File: config.mk
export PLATFORM = sky130hd
export DESIGN_NAME = scsi_regfront
export DESIGN_NICKNAME = d
export VERILOG_FILES = /design/src/rtl/srf_pkg.sv /design/src/rtl/srf_fifo.sv /design/src/rtl/srf_cmd_decode.sv /design/src/rtl/srf_tc.sv /design/src/rtl/scsi_regfront.sv
export SDC_FILE = /design/constraint.sdc
export NUM_CORES = 1
export LEC_CHECK = 0
export ABC_AREA = 1
export BUFFER_PORTS_ARGS = -buffer_cell sky130_fd_sc_hd__buf_2
export CORE_UTILIZATION = 62
export DETAILED_ROUTE_END_ITERATION = 10
export GPL_ROUTABILITY_DRIVEN = 0
export PLACE_DENSITY_LB_ADDON = 0.08
export SETUP_SLACK_MARGIN = 0.1
export SLEW_MARGIN = 5
export SYNTH_ARGS = -nofsm -noshare
export SYNTH_HDL_FRONTEND = slang
export SYNTH_SLANG_ARGS = --single-unit
File: constraint.sdc
create_clock -name clk -period 2.9 [get_ports clk]
set_input_delay 0.29 -clock clk [delete_from_list [all_inputs] [get_ports clk]]
set_output_delay 0.29 -clock clk [all_outputs]
set_load 0.1 [all_outputs]
File: src/rtl/srf_pkg.sv
package srf_pkg;
  localparam int TC_W = 24;

  localparam logic [3:0] A_TC_LO  = 4'd0;
  localparam logic [3:0] A_TC_MID = 4'd1;
  localparam logic [3:0] A_FIFO   = 4'd2;
  localparam logic [3:0] A_CMD    = 4'd3;
  localparam logic [3:0] A_STAT   = 4'd4;
  localparam logic [3:0] A_INTR   = 4'd5;
  localparam logic [3:0] A_SEQ    = 4'd6;
  localparam logic [3:0] A_FLAGS  = 4'd7;
  localparam logic [3:0] A_CFG1   = 4'd8;
  localparam logic [3:0] A_CFG2   = 4'd11;
  localparam logic [3:0] A_CFG3   = 4'd12;
  localparam logic [3:0] A_TC_HI  = 4'd14;

  localparam int ST_ERR = 6;
  localparam int ST_TC  = 4;
  localparam int IN_RST  = 7;
  localparam int IN_DISC = 5;
  localparam int CFG1_NORPT = 6;
  localparam logic [7:0] CFG1_RESET = 8'h07;

  localparam logic [6:0] OP_NOP     = 7'h00;
  localparam logic [6:0] OP_FLUSH   = 7'h01;
  localparam logic [6:0] OP_CHIPRST = 7'h02;
  localparam logic [6:0] OP_BUSRST  = 7'h03;
  localparam logic [6:0] OP_MSGOK   = 7'h12;
  localparam logic [6:0] OP_SELEN   = 7'h44;
  localparam logic [6:0] OP_SELDIS  = 7'h45;

  typedef struct packed {
    logic flush;
    logic chip_rst;
    logic bus_rst;
    logic msg_ok;
    logic sel_clr;
    logic forward;
  } cmd_dec_t;
endpackage

File: src/rtl/srf_fifo.sv
module srf_fifo #(
  parameter int WIDTH = 8,
  parameter int DEPTH = 16
) (
  input  logic             clk,
  input  logic             rst_n,
  input  logic             clr,
  input  logic             push,
  input  logic [WIDTH-1:0] din,
  input  logic             pop,
  output logic [WIDTH-1:0] dout,
  output logic [$clog2(DEPTH+1)-1:0] count,
  output logic             full,
  output logic             empty
);
  localparam int PW = (DEPTH > 1) ? $clog2(DEPTH) : 1;
  localparam int CW = $clog2(DEPTH+1);
  localparam logic [PW-1:0] LAST = PW'(DEPTH-1);
  localparam logic [CW-1:0] CAP  = CW'(DEPTH);

  logic [WIDTH-1:0] mem [DEPTH];
  logic [PW-1:0] wptr, rptr;
  logic do_push, do_pop;

  assign full    = (count == CAP);
  assign empty   = (count == '0);
  assign do_push = push && !full;
  assign do_pop  = pop && !empty;
  assign dout    = mem[rptr];

  always_ff @(posedge clk or negedge rst_n) begin
    if (!rst_n) begin
      wptr  <= '0;
      rptr  <= '0;
      count <= '0;
    end else if (clr) begin
      wptr  <= '0;
      rptr  <= '0;
      count <= '0;
    end else begin
      if (do_push) wptr <= (wptr == LAST) ? '0 : wptr + 1'b1;
      if (do_pop)  rptr <= (rptr == LAST) ? '0 : rptr + 1'b1;
      if (do_push && !do_pop)      count <= count + 1'b1;
      else if (do_pop && !do_push) count <= count - 1'b1;
    end
  end

  always_ff @(posedge clk) begin
    if (do_push && !clr) mem[wptr] <= din;
  end

  p_bound_r7: assert property (@(posedge clk) disable iff (!rst_n)
    count <= CAP);
  p_full_drop_r7: assert property (@(posedge clk) disable iff (!rst_n)
    (full && push && !pop && !clr) |=> (count == CAP));
  p_empty_pop_r7: assert property (@(posedge clk) disable iff (!rst_n)
    (empty && pop && !push && !clr) |=> (count == '0));
endmodule

File: src/rtl/srf_cmd_decode.sv
module srf_cmd_decode
  import srf_pkg::*;
(
  input  logic [6:0] op,
  output cmd_dec_t   dec
);
  always_comb begin
    dec = '0;
    unique case (op)
      OP_NOP:               ;
      OP_FLUSH:             dec.flush    = 1'b1;
      OP_CHIPRST:           dec.chip_rst = 1'b1;
      OP_BUSRST:            dec.bus_rst  = 1'b1;
      OP_MSGOK:             dec.msg_ok   = 1'b1;
      OP_SELEN, OP_SELDIS:  dec.sel_clr  = 1'b1;
      default:              dec.forward  = 1'b1;
    endcase
  end
endmodule

File: src/rtl/srf_tc.sv
module srf_tc #(
  parameter int W = 24,
  parameter int ZERO_RELOAD_LOG2 = 16
) (
  input  logic         clk,
  input  logic         rst_n,
  input  logic         clr,
  input  logic         load,
  input  logic [W-1:0] start,
  input  logic         dec,
  output logic [W-1:0] count,
  output logic         zero_hit
);
  localparam logic [W-1:0] RELOAD = W'(1) << ZERO_RELOAD_LOG2;
  localparam logic [W-1:0] ONE    = W'(1);

  assign zero_hit = dec && !load && !clr && (count == ONE);

  always_ff @(posedge clk or negedge rst_n) begin
    if (!rst_n)                       count <= '0;
    else if (clr)                     count <= '0;
    else if (load)                    count <= (start == '0) ? RELOAD : start;
    else if (dec && count != '0)      count <= count - 1'b1;
  end

  p_reload_r12: assert property (@(posedge clk) disable iff (!rst_n)
    (load && !clr) |=> (count == (($past(start) == '0) ? RELOAD : $past(start))));
  p_no_wrap_r12: assert property (@(posedge clk) disable iff (!rst_n)
    (count == '0 && !load) |=> (count == '0));
endmodule

File: src/rtl/scsi_regfront.sv
module scsi_regfront
  import srf_pkg::*;
#(
  parameter int         DATA_DEPTH = 16,
  parameter int         CMD_DEPTH  = 32,
  parameter logic [7:0] CHIP_ID    = 8'hA2
) (
  input  logic       clk,
  input  logic       rst_n,
  input  logic [3:0] reg_addr,
  input  logic       reg_wr,
  input  logic       reg_rd,
  input  logic [7:0] reg_wdata,
  output logic [7:0] reg_rdata,
  output logic       irq_o,
  input  logic [6:0] stat_set,
  input  logic       stat_load,
  input  logic [6:0] stat_val,
  input  logic [7:0] intr_set,
  input  logic       irq_raise,
  input  logic       seq_load,
  input  logic [2:0] seq_val,
  input  logic       tc_dec,
  output logic [2:0] sel_target,
  output logic       cmd_strobe,
  output logic [7:0] cmd_code,
  input  logic       cmd_in_valid,
  output logic       cmd_in_ready,
  input  logic [7:0] cmd_in_data,
  output logic       cmd_out_valid,
  input  logic       cmd_out_ready,
  output logic [7:0] cmd_out_data
);
  localparam int DCW = $clog2(DATA_DEPTH+1);
  localparam int CCW = $clog2(CMD_DEPTH+1);

  // register bus decode
  logic wr_cmd, wr_fifo, rd_fifo, rd_intr;
  cmd_dec_t dec;
  logic srst, bus_rst_rep, raise_any;

  assign wr_cmd  = reg_wr && (reg_addr == A_CMD);
  assign wr_fifo = reg_wr && (reg_addr == A_FIFO);
  assign rd_fifo = reg_rd && (reg_addr == A_FIFO);
  assign rd_intr = reg_rd && (reg_addr == A_INTR);

  srf_cmd_decode u_dec (.op(reg_wdata[6:0]), .dec(dec));

  assign srst        = wr_cmd && dec.chip_rst;
  assign bus_rst_rep = wr_cmd && dec.bus_rst;
  assign raise_any   = irq_raise
                     || (bus_rst_rep && !cfg1_q[CFG1_NORPT])
                     || (wr_cmd && dec.msg_ok);

  // state
  logic [6:0]      stat_q, stat_d;
  logic            pend_q, pend_d;
  logic [7:0]      intr_q, intr_d;
  logic [2:0]      seq_q, seq_d;
  logic [7:0]      cfg1_q, cfg1_d, cfg2_q, cfg2_d, cfg3_q, cfg3_d;
  logic [7:0]      cmd_q, cmd_d;
  logic [TC_W-1:0] tcs_q, tcs_d;
  logic            tchi_wr_q, tchi_wr_d;
  logic [2:0]      tgt_q, tgt_d;
  logic            strobe_q, strobe_d;
  logic [7:0]      code_q, code_d;

  // data FIFO
  logic [7:0]     d_dout;
  logic [DCW-1:0] d_count;
  logic           d_full, d_empty;

  srf_fifo #(.WIDTH(8), .DEPTH(DATA_DEPTH)) u_dfifo (
    .clk(clk), .rst_n(rst_n),
    .clr(srst || (wr_cmd && dec.flush)),
    .push(wr_fifo), .din(reg_wdata),
    .pop(rd_fifo), .dout(d_dout),
    .count(d_count), .full(d_full), .empty(d_empty)
  );

  // command FIFO with stream ports
  logic [CCW-1:0] c_count;
  logic           c_full, c_empty;

  srf_fifo #(.WIDTH(8), .DEPTH(CMD_DEPTH)) u_cfifo (
    .clk(clk), .rst_n(rst_n), .clr(srst),
    .push(cmd_in_valid), .din(cmd_in_data),
    .pop(cmd_out_ready), .dout(cmd_out_data),
    .count(c_count), .full(c_full), .empty(c_empty)
  );

  assign cmd_in_ready  = !c_full;
  assign cmd_out_valid = !c_empty;

  // transfer counter
  logic [TC_W-1:0] tc_cnt;
  logic            tc_zero;

  srf_tc #(.W(TC_W), .ZERO_RELOAD_LOG2(16)) u_tc (
    .clk(clk), .rst_n(rst_n), .clr(srst),
    .load(wr_cmd && reg_wdata[7] && !srst),
    .start(tcs_q), .dec(tc_dec),
    .count(tc_cnt), .zero_hit(tc_zero)
  );

  // next state
  always_comb begin
    stat_d    = stat_q;
    pend_d    = pend_q;
    intr_d    = intr_q;
    seq_d     = seq_q;
    cfg1_d    = cfg1_q;
    cfg2_d    = cfg2_q;
    cfg3_d    = cfg3_q;
    cmd_d     = cmd_q;
    tcs_d     = tcs_q;
    tchi_wr_d = tchi_wr_q;
    tgt_d     = tgt_q;
    strobe_d  = 1'b0;
    code_d    = code_q;

    if (stat_load) stat_d = stat_val;
    if (seq_load)  seq_d  = seq_val;

    if (rd_intr) begin
      intr_d        = '0;
      stat_d[ST_TC] = 1'b0;
      pend_d        = 1'b0;
    end

    if (reg_wr) begin
      unique case (reg_addr)
        A_TC_LO:  tcs_d[7:0]   = reg_wdata;
        A_TC_MID: tcs_d[15:8]  = reg_wdata;
        A_TC_HI: begin
          tcs_d[23:16] = reg_wdata;
          tchi_wr_d    = 1'b1;
        end
        A_CMD:    cmd_d  = reg_wdata;
        A_STAT:   tgt_d  = reg_wdata[2:0];
        A_CFG1:   cfg1_d = reg_wdata;
        A_CFG2:   cfg2_d = reg_wdata;
        A_CFG3:   cfg3_d = reg_wdata;
        default:  ;
      endcase
    end

    if (wr_cmd) begin
      if (dec.sel_clr) intr_d = '0;
      if (bus_rst_rep && !cfg1_q[CFG1_NORPT]) intr_d[IN_RST] = 1'b1;
      if (dec.msg_ok) begin
        intr_d[IN_DISC] = 1'b1;
        seq_d           = '0;
      end
      strobe_d = dec.forward;
      if (dec.forward) code_d = reg_wdata;
    end

    stat_d = stat_d | stat_set;
    intr_d = intr_d | intr_set;
    if (tc_zero)           stat_d[ST_TC]  = 1'b1;
    if (wr_fifo && d_full) stat_d[ST_ERR] = 1'b1;
    if (raise_any)         pend_d = 1'b1;

    if (srst) begin
      stat_d    = '0;
      pend_d    = 1'b0;
      intr_d    = '0;
      seq_d     = '0;
      cfg1_d    = CFG1_RESET;
      cfg2_d    = '0;
      cfg3_d    = '0;
      cmd_d     = '0;
      tcs_d     = '0;
      tchi_wr_d = 1'b0;
      tgt_d     = '0;
      strobe_d  = 1'b0;
      code_d    = '0;
    end
  end

  always_ff @(posedge clk or negedge rst_n) begin
    if (!rst_n) begin
      stat_q    <= '0;
      pend_q    <= 1'b0;
      intr_q    <= '0;
      seq_q     <= '0;
      cfg1_q    <= CFG1_RESET;
      cfg2_q    <= '0;
      cfg3_q    <= '0;
      cmd_q     <= '0;
      tcs_q     <= '0;
      tchi_wr_q <= 1'b0;
      tgt_q     <= '0;
      strobe_q  <= 1'b0;
      code_q    <= '0;
    end else begin
      stat_q    <= stat_d;
      pend_q    <= pend_d;
      intr_q    <= intr_d;
      seq_q     <= seq_d;
      cfg1_q    <= cfg1_d;
      cfg2_q    <= cfg2_d;
      cfg3_q    <= cfg3_d;
      cmd_q     <= cmd_d;
      tcs_q     <= tcs_d;
      tchi_wr_q <= tchi_wr_d;
      tgt_q     <= tgt_d;
      strobe_q  <= strobe_d;
      code_q    <= code_d;
    end
  end

  assign irq_o      = pend_q;
  assign sel_target = tgt_q;
  assign cmd_strobe = strobe_q;
  assign cmd_code   = code_q;

  // read bank
  logic [7:0] flags;
  assign flags = 8'(d_count) & 8'h1F;

  always_comb begin
    reg_rdata = '0;
    if (reg_rd) begin
      unique case (reg_addr)
        A_TC_LO:  reg_rdata = tc_cnt[7:0];
        A_TC_MID: reg_rdata = tc_cnt[15:8];
        A_TC_HI:  reg_rdata = tchi_wr_q ? tc_cnt[23:16] : CHIP_ID;
        A_FIFO:   reg_rdata = d_empty ? 8'h00 : d_dout;
        A_CMD:    reg_rdata = cmd_q;
        A_STAT:   reg_rdata = {pend_q, stat_q};
        A_INTR:   reg_rdata = intr_q;
        A_SEQ:    reg_rdata = {5'b0, seq_q};
        A_FLAGS:  reg_rdata = flags;
        A_CFG1:   reg_rdata = cfg1_q;
        A_CFG2:   reg_rdata = cfg2_q;
        A_CFG3:   reg_rdata = cfg3_q;
        default:  reg_rdata = '0;
      endcase
    end
  end

  // checks on the block's own behaviour
  p_one_access_r1: assert property (@(posedge clk) disable iff (!rst_n)
    !(reg_rd && reg_wr));
  p_irq_edge_r2: assert property (@(posedge clk) disable iff (!rst_n)
    $rose(irq_o) |-> $past(raise_any));
  p_irq_hold_r2: assert property (@(posedge clk) disable iff (!rst_n)
    (irq_o && !rd_intr && !srst) |=> irq_o);
  p_intr_clear_r3: assert property (@(posedge clk) disable iff (!rst_n)
    (rd_intr && intr_set == '0 && !irq_raise) |=> (intr_q == '0 && !irq_o));
  p_seq_hold_r4: assert property (@(posedge clk) disable iff (!rst_n)
    (!seq_load && !wr_cmd) |=> $stable(seq_q));
  p_flags_r5: assert property (@(posedge clk) disable iff (!rst_n)
    (reg_rd && reg_addr == A_FLAGS) |-> (reg_rdata[7:5] == 3'b000));
  p_strobe_r13: assert property (@(posedge clk) disable iff (!rst_n)
    cmd_strobe |-> $past(wr_cmd));
endmodule

==> results.cfg <==
[logic_synthesis]
syn_nets = 2465
syn_area_per_cell_sq_um = 9.88
yosys_most_used_dff = edfxtp_1
synth.most_common_cell = nand2_1
ys_ff_latch = 525
yosysSeqAreaShare = 0.639
synthCells = 2385
yosysUniqueCellTypes = 40
synth_area_leader_cell = edfxtp_1
netlist_top_cells_area = edfxtp_1, dfrtp_1, nand2_1
synth_warnings = 0
synthArstFlopShare = 0.269
synth.cell_area_sq_um = 23600
yosys-top-cells-count = nand2_1, nor2_1, edfxtp_1
synth_top_area_frac = 0.490
synth-edff-count = 384

[layout]
final_nets = 2655
stdcell_area_sq_um = 28200
diodes = 0
layout-drive-gt1-share = 0.158
stdcell_count = 3125
syn_to_final_growth_pct = 19.9

[worst_setup_path]
max_stage_delay_ns = 0.58
crit_buf_inv = 4
cp_cell_sequence = clkinv_8, buf_12, clkbuf_16, nor2_2, o22ai_2, nand2_1, nand3_2, nand3_2, nand2_2, buf_12
startpoint = u_cfifo.rptr[0]$_DFFE_PN0P_
critPathSlowestCell = dfrtp_4
r2r_start = u_cfifo.count[3]$_DFFE_PN0P_
end_kind = output port
path_max_fanout = 8
startpoint_type = flip-flop
required_ns = 2.61
cp_top_family = buffers and inverters
cp_data_arrival_time_ns = 2.55
crit_type = flip-flop to output port

[timing]
fmaxAchievable_mhz = 353
slew_violations = 0
max_slew_margin = 0.488
finalSetupViolCount = 0
period_share = 0.978
hold_viol = 0
rsz0062_at_grt = true
layout_min_cycle_time_ns = 2.84
worst_pin_slew_ns = 0.768
fin_skew_ns = 0.0155
tns_ns = 0

[worst_hold_path]
hold_start = stat_set[6]
min-delay-path-class = input pin to flip-flop

[floorplan]
boundaryPins = 86
coreArea_sq_um = 37500
die-area_sq_um = 38800
die-height_microns = 197
start_util = 0.628
die_w_microns = 197
core.rowCount = 71

[clock_network]
cts_num_sinks = 525
cts_tree = yes
h-tree-depth = 2
root_buffer = clkbuf_16
clkSlewWorstSetupHoldPaths_ns = 0.06
clock_insertion_delay_worst_skew_ns = 0.60
cts_buffers = 52
clockBufferDepth = 3

[global_route]
grt_max_degree = 82
grt_pass1_wl_mm = 95.1
grt_overflow_total = 0
antenna_found_initial = 0
grt_pass1_vias = 17000
grt_usage = 0.323

[power_and_ir_drop]
vdd_drop_max_uv = 768
power.density_nw_per_um2 = 994
p_leak_nw = 11.3

[job]
max-cap-violations = 0

[drt]
ant_nets = 0
wl_per_cell_microns = 21.0
drt_iter0_markers = 2293
drc = 0
via_per_inst = 5.97
routed_wl_mm = 65.7
drtPass1Iterations = 6
num_vias = 18600

[status]
run_status = finished, final reports clean

[placed_design]
numPortBuffers = 85
placed_area_sq_um = 25200
dp_hpwl_mm = 39.0
dp_cells = 2967
cells in the final DEF (no fill, tap or decap), types with 28 or more instances in the layout:
cell type and n:
dfrtp_1 135, buf_2 68, o21ai_0 194, inv_1 134, edfxtp_1 384, nand2_1 504
nand3_1 133, o22ai_1 28, nand3_2 31, buf_4 74, clkbuf_16 64, o21ai_1 81
nor2_1 385, dlygate4sd3_1 33, a21oi_1 59
worst min-delay path, delay by kind of cell:
kind | cells | cell delay [ns]
buffers and inverters | 1 | 0.08
AO/OA/AOI/OAI | 2 | 0.21
per-stage QoR:
step	util	total power, W	hold slack, ns	worst slack, ns
after global placement	0.673	0.0191	0.320	0.329
after CTS	0.732	0.0265	0.0128	0.0916
after global routing	0.753	0.0293	0.0306	0.0261
final	0.753	0.0281	0.0346	0.0635
after detailed placement	0.673	0.0194	0.315	0.238
after floorplan	-	0.0161	-0.00559	0.374
where the power goes:
part,switching (W),internal (W),leakage [nW]
registers,0.000778,0.00884,5.14
clock network,0.00287,0.00386,0.820
logic,0.00767,0.00404,5.34
total,0.0113,0.0167,11.3
cell type report:
type / instances / area [sq um]
inverter: 152 / 613
multi-input combinational: 1611 / 7860
sequential: 525 / 15100
timing repair inverter: 1 / 11.3
clock inverter: 29 / 284
clock buffer: 64 / 1400
tap: 511 / 639
fill: 2546 / 9250
timing repair buffer: 232 / 2350
timing repair:
| item | in CTS | in global routing |
|---|---|---|
| setup endpoints to repair | 16 | 16 |
| gates resized for setup | 18 | 150 |
| buffers inserted | 3 | 7 |
| pin swaps | 0 | 47 |
| gates cloned | 3 | 19 |
| endpoints found under the hold margin | 80 | 0 |
| hold buffers | 33 | 0 |
state kept, by name, indices dropped and copies added, names as in the netlist, 3 cells and up:
name	count
tcs_q	24
intr_q	8
u_dfifo.wptr	4
cmd_q	8
u_dfifo.mem	128
cfg2_q	8
u_cfifo.mem	256
cfg3_q	8
cmd_code	8
u_cfifo.count	6
u_tc.count	24
u_dfifo.rptr	4
stat_q	7
u_dfifo.count	5
u_cfifo.rptr	5
seq_q	3
sel_target	3
cfg1_q	8
u_cfifo.wptr	5
layer usage:
metal	vias to the layer above	track usage	share of wire
met5	-	0	0
met4	0	0.107	0.028
met3	143	0.0524	0.097
met2	1031	0.505	0.47
met1	8947	0.466	0.41
li1	8520	-	-
worst paths after layout:
kind                       slack [ns]  depth (start not counted)                            to
setup / recovery                 0.06                         10               cmd_out_data[1]
hold / removal                   0.03                          3           stat_q[6]$_DFF_PN0_
setup reg to reg                 0.37                         10  u_cfifo.count[3]$_DFFE_PN0P_
hold reg to reg                  0.50                          2     sel_target[1]$_DFFE_PN0P_
max in group asynchronous        1.85                          3           stat_q[5]$_DFF_PN0_
min in group asynchronous        0.25                          2         tchi_wr_q$_DFFE_PN0P_
logic make-up (layout without fill, tap and decap cells):
family	Yosys count	after routing	share of synthesized area
adders and majority gates	25	25	0.0139
buffers and inverters	249	478	0.0423
xor gates and xnor gates	20	20	0.00744
and+or+nand+nor	1135	1135	0.198
AOI/OAI and AO/OA	431	431	0.0989
DFF	525	525	0.639
(Power assumes the default switching activity.)
